[src/rtl/loop_persist_det.sv]
module loop_persist_det #(
  parameter int N_TRIB = 28,
  parameter int RUN    = 4
) (
  input  logic       clk,
  input  logic       rst_n,
  input  logic       ev_valid,
  input  logic [4:0] ev_chan,
  input  logic [1:0] ev_kind,
  input  logic       clr_mode,
  input  logic       rd_en,
  input  logic       wr_en,
  input  logic [3:0] addr,
  input  logic [7:0] wdata,
  output logic [7:0] rdata
);
  localparam int NCH = N_TRIB + 1;
  localparam int NW  = (N_TRIB + 7) / 8;
  localparam int CW  = (RUN > 2) ? $clog2(RUN) : 1;
  localparam logic [1:0] K_ACT = 2'b01, K_DEA = 2'b10, K_OTH = 2'b00, K_NONE = 2'b11;

  logic [NCH-1:0] stat_v, dlt_v;
  wire  [1:0] kind_n = (ev_kind == K_NONE) ? K_OTH : ev_kind;

  for (genvar i = 0; i < NCH; i++) begin : g_ch
    localparam int W = (i == 0) ? NW : (i - 1) / 8;
    localparam int B = (i == 0) ? 0 : (i - 1) % 8;
    logic [CW-1:0] cnt_q;
    logic [1:0]    last_q;
    logic          st_q, dl_q;

    wire hit  = ev_valid && (ev_chan == 5'(i));
    wire same = (kind_n == last_q);
    wire full = hit && same && (kind_n != K_OTH) && (32'(cnt_q) >= RUN - 2);
    wire flip = full && ((kind_n == K_ACT) != st_q);
    wire sel  = (addr == {1'b1, 3'(W)});
    wire clr  = clr_mode ? (wr_en && sel && wdata[B]) : (rd_en && sel);

    always_ff @(posedge clk) begin
      if (!rst_n) begin
        cnt_q  <= '0;
        last_q <= K_NONE;
        st_q   <= 1'b0;
        dl_q   <= 1'b0;
      end else begin
        if (hit) begin
          last_q <= kind_n;
          if (!same)                          cnt_q <= '0;
          else if (32'(cnt_q) < RUN - 1)      cnt_q <= cnt_q + 1'b1;
        end
        if (flip) st_q <= ~st_q;
        dl_q <= flip | (dl_q & ~clr);
      end
    end

    assign stat_v[i] = st_q;
    assign dlt_v[i]  = dl_q;
  end

  always_comb begin
    rdata = '0;
    if (32'(addr[2:0]) == NW) begin
      rdata[0] = addr[3] ? dlt_v[0] : stat_v[0];
    end else if (32'(addr[2:0]) < NW) begin
      for (int b = 0; b < 8; b++) begin
        if (32'(addr[2:0]) * 8 + b + 1 <= N_TRIB)
          rdata[b] = addr[3] ? dlt_v[32'(addr[2:0]) * 8 + b + 1]
                             : stat_v[32'(addr[2:0]) * 8 + b + 1];
      end
    end
  end
endmodule


[config.mk]
export PLATFORM = sky130hd
export DESIGN_NAME = loop_persist_det
export DESIGN_NICKNAME = d
export VERILOG_FILES = /design/src/rtl/loop_persist_det.sv
export SDC_FILE = /design/constraint.sdc
export NUM_CORES = 1
export LEC_CHECK = 0
export ABC_AREA = 1
export ABC_CLOCK_PERIOD_IN_PS = 1440
export CAP_MARGIN = 20
export CORE_MARGIN = 5
export CORE_UTILIZATION = 25
export CTS_CLUSTER_SIZE = 14
export DETAILED_ROUTE_END_ITERATION = 12
export PLACE_DENSITY_LB_ADDON = 0.1
export SETUP_SLACK_MARGIN = 0.05
export SKIP_LAST_GASP = 1
export SYNTH_ARGS = -nofsm -noshare
export SYNTH_HDL_FRONTEND = slang
export SYNTH_SLANG_ARGS = --single-unit
[constraint.sdc]
create_clock -name clk -period 1.44 [get_ports clk]
set_input_delay 0.144 -clock clk [delete_from_list [all_inputs] [get_ports clk]]
set_output_delay 0.144 -clock clk [all_outputs]
set_load 0.03 [all_outputs]
---- Word level (Yosys, flattened, before mapping) ----
Index checks and enable logic that the tools add are counted.
word-level totals
  register bits ........................... 174
  input port bits ......................... 25
  output and inout bits ................... 8
  word-level logic and storage cells ...... 828
operators by class
  add/sub/neg operators ................... 43
  $lt $le $gt $ge ......................... 75
  equal/unequal tests ..................... 123
  mux-type cells .......................... 140
  bitwise operators ....................... 116
  reductions and logical operators ........ 215
operator list
  operator                                                   count
  <= comparator 32 x 5 -> 1 bit (second input constant)      8
  logical AND 1 bit                                          184
  2-to-1 mux 2 bit                                           59
  binary-select mux 1 bit (select 5 bit)                     16
  == test 5 bit (second input constant)                      13
  2-to-1 mux 1 bit                                           63
  adder 2 x 1 -> 2 bit (second input constant)               29
  == test 2 bit                                              29
  greater-or-equal comparator 2 bit (second input constant)  29
  < comparator 2 bit (second input constant)                 29
  != test 2 x 1 -> 1 bit (second input constant)             29
  inverter 1 bit                                             58
  AND reduction 2 bit                                        29
  adder 7 x 1 -> 8 bit (second input constant)               7
  < comparator 8 x 6 -> 1 bit (second input constant)        7
  == test 5 x 4 -> 1 bit (second input constant)             8
  < comparator 32 x 6 -> 1 bit (second input constant)       1
  AND 1 bit                                                  29
  != test 1 bit                                              29
  bitwise OR 1 bit                                           29
  adder 6 x 3 -> 7 bit (second input constant)               4
  == test 4 bit (second input constant)                      5
  == test 5 x 3 -> 1 bit (second input constant)             4
  adder 6 x 2 -> 7 bit (second input constant)               2
  11 further kinds                                           12

---- Longest topological paths before layout ----
Gate-level depths: netlist of the first run.
  depth after elaboration ................. 8
  gate-level depth with buffers ........... 13
  mapped depth without buffers ............ 11

---- Worst setup path before layout of the first run ----
No wires, ideal clock.
  path type ............................... input port to output port
  start point ............................. input addr[0]
  end point ............................... output rdata[7]
  arrival ................................. 1524 ps
  data required time ...................... 1296 ps
  slack ................................... -228 ps
  stages .................................. 8
  path buffers ............................ 1
  path through ............................ inv_1 -> clkbuf_1 -> ha_1 -> a21oi_1 -> o21ai_0 -> nand2_1 -> nor2_1 -> nor2_1
between the ends
  longest elaborated chain between the ends .. 8
  elaborated cells on any way between the ends .. 13
  classes of those cells .................. 2 x add/sub; 2 x order compare; 1 x eq/ne; 8 x mux
RTL lines
  item                                                                   RTL line  source
  from (decl)                                                            13        input logic [3:0] addr,
  branches (longest 7 deep; another with <= comparator 32 x 5 -> 1 bit)  n/a
  2-to-1 mux 7 bit (*)                                                   62        if (32'(addr[2:0]) == NW) begin
  to (decl)                                                              15        output logic [7:0] rdata
Mark *: on every way between the ends. The select of a mux whose other input is x is not followed.

---- Worst setup path after layout of the first run ----
  start point ............................. register g_ch[10].st_q
  end point ............................... output rdata[1]
between the ends
  longest elaborated chain between the ends .. 6
RTL lines
  item                                    RTL line  source
  from (decl)                             30        logic st_q, dl_q;
  from (signal assigned)                  51        if (flip) st_q <= ~st_q;
  binary-select mux 1 bit (select 5 bit)  68        : stat_v[32'(addr[2:0]) * 8 + b + 1];
  2-to-1 mux 1 bit (implied by the code)  68
  2-to-1 mux 1 bit                        67        rdata[b] = addr[3] ? dlt_v[32'(addr[2:0]) * 8 + b + 1]
  2-to-1 mux 1 bit                        66        if (32'(addr[2:0]) * 8 + b + 1 <= N_TRIB)
  2-to-1 mux 8 bit                        64        end else if (32'(addr[2:0]) < NW) begin
  2-to-1 mux 7 bit                        62
No other way between the ends. The select of a mux whose other input is x is not followed.

==> results of run 1 <==
routing by layer:
layer / wire length [um] / part of all wire, %
met1: 18700 / 52
met2: 15800 / 44
met3: 907 / 2.5
met4: 692 / 1.9
met5: 13 / 0.036
power by group through the flow:
stage                     Combinational, mW  Clock, mW  Sequential, mW
after detailed placement               1.42          0            4.98
final                                  1.53       5.14            4.84
after global placement                 1.42          0            4.98
after CTS                              1.50       5.35            4.84
after floorplan                       0.690          0            4.97
after global routing                   1.68       5.50            4.85
worst min-delay path by stage:
| stage | end | depth (start not counted) | slack [ns] |
|---|---|---|---|
| 4_1_cts | g_ch[6].last_q[1]$_SDFFE_PN1P_ | 3 | 0.18 |
| 2_1_floorplan | g_ch[0].dl_q$_SDFF_PN0_ | 3 | 0.42 |
| 3_5_place_dp | g_ch[1].dl_q$_SDFF_PN0_ | 2 | 0.47 |
| 5_1_grt | g_ch[6].last_q[1]$_SDFFE_PN1P_ | 3 | 0.20 |
| 6_report | g_ch[11].last_q[1]$_SDFFE_PN1P_ | 3 | 0.20 |
| 3_3_place_gp | g_ch[1].dl_q$_SDFF_PN0_ | 2 | 0.47 |
synthesized netlist by cell type, drive strengths merged (2+ instances only):
| cell type | n |
|---|---|
| buf | 29 |
| ha | 64 |
| clkbuf | 26 |
| clkinv | 2 |
| o22ai | 7 |
| nand2 | 506 |
| xnor2 | 12 |
| a21oi | 151 |
| nor2 | 236 |
| inv | 216 |
| nand3 | 133 |
| dfxtp | 174 |
| o211ai | 31 |
| nor3 | 3 |
| o21ai | 108 |
worst max-delay path, cell delays in order, from the launching register on:
cell and delay, ns:
dfxtp_2 0.35, inv_2 0.05, a21oi_2 0.10, o21ai_1 0.08
buf_4 0.16, o21ai_2 0.05, nand2_1 0.06, nand2_1 0.08
buf_6 0.13
repair_timing:
action / CTS / global route
gates resized for setup: 103 / 61
buffers inserted: 10 / 6
pin swaps: 14 / 8
gates cloned: 2 / 0
setup endpoints to repair: 124 / 137
registers in the layout (all words and copies together), names as in the netlist:
name,cells
g_ch.last_q,58
g_ch.dl_q,29
g_ch.cnt_q,58
g_ch.st_q,29
cells by family (layout without fill, tap and decap cells):
| kind of cell | Yosys count | after routing | synth area share [%] |
|---|---|---|---|
| simple gates | 880 | 880 | 33.3 |
| xor+xnor | 12 | 12 | 0.994 |
| buf+inv | 273 | 478 | 10.2 |
| flops | 174 | 174 | 32.9 |
| fa+ha+maj | 64 | 64 | 7.57 |
| compound gates | 299 | 299 | 15.0 |
final cells by class:
type                    count  area [um^2]  area share [%]
clock buffers              22          474            3.38
clock inverters            10          160            1.14
inverters                 218          825            5.88
multi-input cells        1255         6280            44.7
flip-flops and latches    174         3550            25.3
well taps                 539          674            4.81
repair buffers            228         2070            14.7
==> flow_metrics.env, run 1 <==
export IMPL_status="finished, violations left"
export IMPL_violations="negative setup slack"
export IMPL_pin_count=33
export IMPL_grt_ovfl_total=0
export IMPL_clk_pin_slew_worst_paths_ns=0.07
export IMPL_cts_buffer_depth=2
export IMPL_core_um2=41900
export IMPL_timing_rr_start="g_ch[28].cnt_q[1]$_SDFFE_PN0P_"
export IMPL_synth_area_um2=10600
export IMPL_yosysWarningCount=0
export IMPL_tritoncts="built"
export IMPL_p_sw_share_pct=26.2
export IMPL_ys_seq_elements=174
export IMPL_dp_cells=2396
export IMPL_pre_cts_slack_ns=-0.682
export IMPL_drive_gt1_share_pct=18.0
export IMPL_power_frac_comb_pct=13.2
export IMPL_wl_per_cell_um=14.8
export IMPL_grtUsageTotal_pct=15.6
export IMPL_htree_levels=4
export IMPL_antenna_diode_count=0
export IMPL_start_kind="flip-flop"
export IMPL_place_area_um2=12800
export IMPL_yosysTopAreaCellShare_pct=32.9
export IMPL_cts_buffers=17
export IMPL_final_cell_mix="nand2_1 (495), nor2_1 (211), inv_1 (203)"
export IMPL_rsz0062_at_grt="yes"
export IMPL_fp_row_count=75
export IMPL_avgSynthCellArea_um2=6.21
export IMPL_viasPerCell=4.42
export IMPL_hold_viol=0
export IMPL_postSynthCellCount=1702
export IMPL_p_switching_mw=3.02
export IMPL_timing_reg2reg_setup_slack_ns=0.17
export IMPL_antenna_left=0
export IMPL_worstPathArrival_ns=1.51
export IMPL_drt_iter0_markers=508
export IMPL_hp_class="in2reg"
export IMPL_final_common_cell="nand2_1"
export IMPL_drt_pass1_iter_count=4
export IMPL_setup_violations=8
export IMPL_ys_top_cells_by_area="dfxtp_1 (33%), nand2_1 (18%), nor2_1 (7.8%)"
export IMPL_utilization_pct=33.5
export IMPL_p_per_area_nw_per_um2=821
export IMPL_fin_worst_skew_ns=0.0107
export IMPL_dpl_hpwl_um=26100
export IMPL_root_buffer="clkbuf_16"
export IMPL_p_int_mw=8.50
export IMPL_die_x_um=216
export IMPL_synth_edf_count=0
export IMPL_cts_sinks=174
export IMPL_path_class="reg2out"
export IMPL_dr_total_vias=10800
export IMPL_grt_pass1_vias=10200
export IMPL_path_max_fanout=2
export IMPL_synth_largest_area_cell="dfxtp_1"
export IMPL_totalWireLength_um=36200
export IMPL_insertion_delay_ns=0.45
export IMPL_met3_usage_pct=2.14
export IMPL_max_cap_violations=0
export IMPL_finalPower_mw=11.5
export IMPL_antenna_found_initial=1
export IMPL_clock_power_share_pct=44.7
export IMPL_finalWeightedCongestion=0.826
export IMPL_async_flop_share_pct=0
export IMPL_fin_crit_sh_pct=115
export IMPL_synthToLayoutAreaGrowth_pct=32.7
export IMPL_grt_pass1_wl_um=57100
export IMPL_nNetsFinal=1983
export IMPL_die_y_um=216
export IMPL_stdcell_count=2446
export IMPL_grt_max_degree=56
export IMPL_holdWs_ns=0.203
export IMPL_grt_util_met2_pct=24.8
export IMPL_cp_end_kind="primary output"
export IMPL_grt_busiest_layer="met2"
export IMPL_worst_pin_slew_ns=0.445
export IMPL_die_area_um2=46500
export IMPL_slew_viol_final=0
export IMPL_hold_path_startpoint="rst_n"
export IMPL_synth_cell_type_count=25
export IMPL_postSynthNetCount=1791
export IMPL_hold_buffers=0
export IMPL_design_area_um2=14000
export IMPL_synth_seq_area_share_pct=32.9
export IMPL_crit_end="rdata[1]"
export IMPL_required_ns=1.30
export IMPL_fin_ws_ns=-0.211
export IMPL_seq_power_share_pct=42.1
export IMPL_crit_path_start="g_ch[10].st_q$_SDFFE_PN0P_"
export IMPL_setup_tns_final_ns=-1.10
export IMPL_power_static_leakage_nw=6.88
export IMPL_peakVddDrop_mv=0.743
export IMPL_synth_flop_cell="dfxtp_1"
export IMPL_start_util_pct=25.3
export IMPL_port_buffers=32
export IMPL_worst_r2r_endpoint="g_ch[28].dl_q$_SDFF_PN0_"
export IMPL_met1_usage_pct=22.0
export IMPL_fill_cells=4539
export IMPL_relSlewSlack_pct=70.0
export IMPL_reg2regPathDepth=5
export IMPL_drcViolationCount=0
export IMPL_min_period_ns=1.65
export IMPL_fmax_ghz=0.606
(Power assumes the default switching activity.)
==> run 2, diff against run 1 <==
ABC_AREA = default   (was 1)
==> run 2 against run 1 <==
The flow still finishes with violations (negative setup slack). Sequential share of layout area down 1.9 points. Worst hold slack worse by 0.046 ns. Fmax decreased by 9.2%. Register-to-register slack lost 0.40 ns. Wire length shrank 6.9%. First-iteration DRC count down 22%. Combinational power increased by 8%. Critical path type unchanged. Non-clock buffer count is 74 higher.
==> flow_metrics.env, run 2 <==
export IMPL_design_area_um2=15500
export IMPL_relSlewSlack_pct=72.7
export IMPL_fmax_ghz=0.550
export IMPL_cts_buffers=17
export IMPL_synth_mux_area_share_pct=6.62
export IMPL_synth_top_family_by_area="simple AND/OR/NAND/NOR gates"
export IMPL_core_um2=39700
export IMPL_place_area_um2=12900
export IMPL_peakVddDrop_mv=0.661
export IMPL_clk_pin_slew_worst_paths_ns=0.07
export IMPL_avgSynthCellArea_um2=8.36
export IMPL_die_y_um=211
export IMPL_timing_reg2reg_setup_slack_ns=-0.23
export IMPL_fill_cells=4006
export IMPL_grt_util_met2_pct=23.1
export IMPL_die_x_um=211
export IMPL_setup_violations=19
export IMPL_required_ns=1.30
export IMPL_ys_seq_elements=174
export IMPL_yosysMostFrequentCell="nand2_1"
export IMPL_die_area_um2=44300
export IMPL_hp_class="in2reg"
export IMPL_grt_max_degree=57
export IMPL_pre_cts_slack_ns=-1.01
export IMPL_synth_area_um2=10100
export IMPL_drive_gt1_share_pct=43.8
export IMPL_met1_usage_pct=21.3
export IMPL_antenna_found_initial=0
export IMPL_min_period_ns=1.82
export IMPL_synthSimpleGateAreaFrac_pct=25.6
export IMPL_cts_sinks=174
export IMPL_totalWireLength_um=33700
export IMPL_drcViolationCount=0
export IMPL_violations="negative setup slack"
export IMPL_synth_flop_cell="dfxtp_1"
export IMPL_htree_levels=4
export IMPL_synth_compound_area_share_pct=13.4
export IMPL_synthToLayoutAreaGrowth_pct=54.1
export IMPL_status="finished, violations left"
export IMPL_grtUsageTotal_pct=14.8
export IMPL_fin_ws_ns=-0.379
export IMPL_drt_iter0_markers=395
export IMPL_postSynthCellCount=1202
export IMPL_synthXorXnorAreaFrac_pct=6.53
export IMPL_cp_end_kind="primary output"
export IMPL_path_max_fanout=2
export IMPL_cts_buffer_depth=2
export IMPL_synth_largest_area_cell="dfxtp_1"
export IMPL_rsz0062_at_grt="yes"
export IMPL_postSynthNetCount=1291
export IMPL_dr_total_vias=9443
export IMPL_grt_busiest_layer="met2"
export IMPL_synth_fa_ha_area_share_pct=7.97
export IMPL_worst_pin_slew_ns=0.407
export IMPL_dpl_hpwl_um=23300
export IMPL_multi_input_area_um2=7380
export IMPL_grt_pass1_vias=8961
export IMPL_grt_pass1_wl_um=51600
export IMPL_pin_count=33
export IMPL_root_buffer="clkbuf_16"
export IMPL_max_stage_delay_ns=0.47
export IMPL_insertion_delay_ns=0.44
export IMPL_nNetsFinal=1534
export IMPL_final_common_cell="buf_4"
export IMPL_worstPathCellList="mux4_2, mux2i_2, nor3_4, buf_6"
export IMPL_ff_latch_area_um2=3620
export IMPL_async_flop_share_pct=0
export IMPL_drt_pass1_iter_count=5
export IMPL_synthTopCellsByCount="nand2_1 (177), dfxtp_1 (174), nand3_1 (153)"
export IMPL_ys_top_cells_by_area="dfxtp_1 (35%), ha_1 (8.0%), nand3_1 (7.6%)"
export IMPL_antenna_diode_count=0
export IMPL_fin_crit_sh_pct=126
export IMPL_grt_ovfl_total=0
export IMPL_hold_viol=0
export IMPL_start_kind="flip-flop"
export IMPL_wl_per_cell_um=17.0
export IMPL_p_per_area_nw_per_um2=762
export IMPL_fin_worst_skew_ns=0.0108
export IMPL_port_buffers=32
export IMPL_reg_top3="g_ch.cnt_q: 58 flops, g_ch.last_q: 58 flops"
export IMPL_fp_row_count=73
export IMPL_yosysWarningCount=0
export IMPL_max_cap_violations=0
export IMPL_synth_cell_type_count=56
export IMPL_yosysTopAreaCellShare_pct=34.7
export IMPL_synth_seq_area_share_pct=34.7
export IMPL_met3_usage_pct=2.13
export IMPL_finalWeightedCongestion=0.770
export IMPL_slew_viol_final=0
export IMPL_synth_edf_count=0
export IMPL_slowest_stage="mux4_2"
export IMPL_viasPerCell=4.76
export IMPL_path_class="reg2out"
export IMPL_tritoncts="built"
export IMPL_final_cell_mix="buf_4 (205), nand3_1 (150), nand2_1 (144)"
export IMPL_antenna_left=0
export IMPL_power_static_leakage_nw=6.38
export IMPL_start_util_pct=25.3
export IMPL_worstPathArrival_ns=1.67
## run 2: cell count changes after synthesis, moves of 20 or more
cell	previous run	this run
xor2_1	0	33
a21oi_1	151	73
mux2i_1	0	44
o211ai_1	31	0
nand2_1	506	177
inv_1	215	48
a2bb2oi_1	0	32
xnor2_1	12	42
o21ai_0	108	23
nand3_1	133	153
nor2_1	221	34
nand2b_1	0	30
or4_1	0	46
## run 2: area by class of cell
cell class	instances	area share [%]
Multi-Input combinational cell	900	47.7
Sequential cell	174	23.4
Timing Repair Buffer	302	19.0
Tap cell	525	4.24
Clock buffer	19	2.92
Inverter	50	1.39
Clock inverter	13	1.36
## run 2: timing repair
action,4_1_cts,5_1_grt
pin swaps,45,88
setup buffers,36,36
gates cloned,7,2
setup endpoints to repair,132,102
resized for setup,200,199
hold buffers,0,0
## run 2: power by group
group | internal [mW] | switching [mW] | total [mW]
registers | 4.80 | 0.0215 | 4.82
clock network | 3.19 | 2.13 | 5.31
logic | 0.818 | 0.846 | 1.66
## run 2: critical path, delay by kind of cell (launching register included)
family	cells	cell delay [ns]
simple gates	1	0.05
flops	1	0.37
buf+inv	1	0.13
mux	2	0.69
## run 2: per-stage QoR
stage	hold slack [ns]	setup TNS (ns)	power [mW]	util, %	instances
2_1_floorplan	0.299	-6.96	5.68	-	1202
3_3_place_gp	0.457	-124.88	6.29	32.5	1880
3_5_place_dp	0.463	-126.75	6.29	32.5	1880
4_1_cts	0.134	-3.86	11.8	36.2	1951
5_1_grt	0.149	-4.54	12.3	39.0	1983
6_report	0.157	-3.26	11.8	39.0	1983
## run 2: layer usage
layer | share of wire [%] | vias to the layer above
li1 | - | 4765
met1 | 50 | 4538
met2 | 46 | 116
met5 | 0 | -
met4 | 1.5 | 0
met3 | 2.3 | 24
## run 2: logic make-up after synthesis
kind of cell               count (synthesis)
and+or+nand+nor                          503
AOI/OAI and AO/OA                        204
DFF                                      174
buffers and inverters                    128
xor gates and xnor gates                  75
adders and majority gates                 64
muxes                                     54
## run 2: final timing paths
check | start | to | cells after the start
worst max-delay path | g_ch[24].st_q$_SDFFE_PN0P_ | rdata[7] | 4
worst min-delay path | rst_n | g_ch[13].last_q[1]$_SDFFE_PN1P_ | 3
worst max register to register | g_ch[0].last_q[1]$_SDFFE_PN1P_ | g_ch[0].st_q$_SDFFE_PN0P_ | 4
worst min register to register | g_ch[8].dl_q$_SDFF_PN0_ | g_ch[8].dl_q$_SDFF_PN0_ | 2
==> run 3, diff against run 2 <==
--- a/config.mk
+++ b/config.mk
@@ -7,3 +7,3 @@
 export LEC_CHECK = 0
-export ABC_CLOCK_PERIOD_IN_PS = 1440
+export ABC_CLOCK_PERIOD_IN_PS = 2200
 export CAP_MARGIN = 20
==> constraint.sdc (replaced) <==
create_clock -name clk -period 2.2 [get_ports clk]
set_input_delay 0.55 -clock clk [delete_from_list [all_inputs] [get_ports clk]]
set_output_delay 0.55 -clock clk [all_outputs]
set_load 0.03 [all_outputs]
==> run 3 against run 2 <==
The run still ends with negative setup slack left. Count of clock-buffer cells in the layout shrank 1. Worst hold slack better by 0.25 ns. Combinational power fell by 47%. Sequential power fell by 34%. Wire length is 5.9% lower. Core utilization down 4.7 points.
==> flow_metrics.env, run 3 (synthesis gave the netlist of run 2 again) <==
export IMPL_status="finished, violations left"
export IMPL_violations="negative setup slack"
export IMPL_required_ns=1.65
export IMPL_hold_viol=0
export IMPL_synthToLayoutAreaGrowth_pct=35.4
export IMPL_cp_end_kind="primary output"
export IMPL_timing_reg2reg_setup_slack_ns=0.53
export IMPL_path_class="reg2out"
export IMPL_drt_pass1_iter_count=5
export IMPL_slew_viol_final=0
export IMPL_antenna_diode_count=0
export IMPL_hp_class="in2reg"
export IMPL_power_static_leakage_nw=5.46
export IMPL_finalWeightedCongestion=0.810
export IMPL_slowest_stage="mux4_2"
export IMPL_stdcell_count=1929
export IMPL_antenna_found_initial=1
export IMPL_rsz0062_at_grt="yes"
export IMPL_fmax_ghz=0.445
export IMPL_start_util_pct=25.3
export IMPL_p_per_area_nw_per_um2=536
export IMPL_utilization_pct=34.2
export IMPL_min_period_ns=2.25
export IMPL_grt_pass1_vias=8791
export IMPL_start_kind="flip-flop"
export IMPL_dpl_hpwl_um=23000
export IMPL_worst_r2r_endpoint="g_ch[28].st_q$_SDFFE_PN0P_"
export IMPL_tritoncts="built"
export IMPL_holdPathStages=2
export IMPL_cts_buffer_depth=2
export IMPL_drcViolationCount=0
export IMPL_final_cell_mix="buf_4 (183), nand2_1 (170), nand3_1 (153), dfxtp_1 (153), a21oi_1 (67)"
export IMPL_reg_top3="g_ch.cnt_q: 58 flops, g_ch.last_q: 58 flops"
export IMPL_fin_crit_sh_pct=102
export IMPL_worst_pin_slew_ns=0.553
export IMPL_grt_max_degree=57
export IMPL_worstPathArrival_ns=1.70
export IMPL_antenna_left=0
export IMPL_timing_rr_start="g_ch[28].st_q$_SDFFE_PN0P_"
export IMPL_max_cap_violations=0
export IMPL_port_buffers=32
export IMPL_worstPathCellList="mux4_2, mux2i_4, nor3_4, buf_6"
export IMPL_critPathTopFamily="multiplexers"
export IMPL_totalWireLength_um=31700
export IMPL_cts_buffers=17
export IMPL_root_buffer="clkbuf_16"
export IMPL_grt_ovfl_total=0
export IMPL_hold_path_end="g_ch[1].last_q[0]$_SDFFE_PN1P_"
export IMPL_fp_row_count=73
export IMPL_htree_levels=4
export IMPL_wl_per_cell_um=16.4
export IMPL_final_common_cell="buf_4"
export IMPL_relSlewSlack_pct=62.7
export IMPL_insertion_delay_ns=0.44
export IMPL_cts_sinks=174
export IMPL_drive_gt1_share_pct=25.1
export IMPL_nNetsFinal=1480
export IMPL_die_y_um=211
export IMPL_dr_total_vias=9124
export IMPL_reg2regPathDepth=6
export IMPL_pin_count=33
export IMPL_peakVddDrop_mv=0.383
export IMPL_core_um2=39700
export IMPL_hold_buffers=0
export IMPL_die_area_um2=44300
export IMPL_max_stage_delay_ns=0.50
export IMPL_grtUsageTotal_pct=14.3
export IMPL_hold_path_startpoint="rst_n"
export IMPL_crit_buf_inv=1
export IMPL_fin_ws_ns=-0.0477
export IMPL_clk_pin_slew_worst_paths_ns=0.07
export IMPL_path_max_fanout=2
export IMPL_grt_pass1_wl_um=49900
export IMPL_drt_iter0_markers=399
export IMPL_dp_cells=1881
export IMPL_fin_worst_skew_ns=0.00882
export IMPL_fill_cells=4130
export IMPL_die_x_um=211
export IMPL_setup_violations=2
export IMPL_viasPerCell=4.73
## run 3: cell count changes in the layout (fill, tap and decap cells not counted), moves of 26 or more
cell     delta
dfxtp_1    +56
dfxtp_2    -40
a21oi_1    +36
a21oi_2    -35
xnor2_1    +35
xnor2_2    -29
nand2_1    +26
## run 3: area by class of cell
class | instances | area (um^2) | share of cell area, %
Multi-Input combinational cell | 900 | 6360 | 46.7
Sequential cell | 174 | 3510 | 25.8
Tap cell | 525 | 657 | 4.83
Clock buffer | 18 | 439 | 3.23
Timing Repair Buffer | 248 | 2260 | 16.6
Inverter | 50 | 200 | 1.47
Clock inverter | 14 | 180 | 1.32
## run 3: how the worst max path moves through the flow
stage,startpoint,slack (ns),depth (start not counted),endpoint
after floorplan,addr[1],-0.06,7,rdata[7]
after global placement,addr[0],-0.99,6,rdata[7]
after detailed placement,addr[0],-1.00,6,rdata[7]
after CTS,g_ch[8].st_q$_SDFFE_PN0P_,-0.06,4,rdata[7]
after global routing,g_ch[8].st_q$_SDFFE_PN0P_,-0.09,4,rdata[7]
final,g_ch[8].st_q$_SDFFE_PN0P_,-0.05,4,rdata[7]
## run 3: report_power, final
group	internal (mW)	switching, mW
Clock	1.84	1.40
Combinational	0.411	0.468
Sequential	3.16	0.00911
## run 3: metrics by stage
step           power, mW  hold slack [ns]  TNS, ns  cell area (um^2)  setup slack [ns]
2_1_floorplan       3.66            0.445   -0.160             10200           -0.0566
5_1_grt             7.63            0.392   -0.257             13600           -0.0902
6_report            7.29            0.408  -0.0573             13600           -0.0477
3_5_place_dp        4.05            0.461   -75.41             12500             -1.00
4_1_cts             7.43            0.375   -0.122             13500           -0.0566
3_3_place_gp        4.05            0.463   -74.53             12500            -0.992
## run 3: repair_timing
action                                  4_1_cts  5_1_grt
setup buffers                                11        2
gates resized for setup                     119       24
pin swaps                                    16        8
gates cloned                                  5        1
endpoints found under the setup margin      112       31
## run 3: layer usage
metal / up-vias / share of wire (%) / GRT usage, %
met3: 27 / 2.6 / 2.02
met5: - / 0 / 0
met1: 4337 / 50 / 20.1
met4: 0 / 1.6 / 3.82
met2: 101 / 46 / 23.0
li1: 4659 / - / -
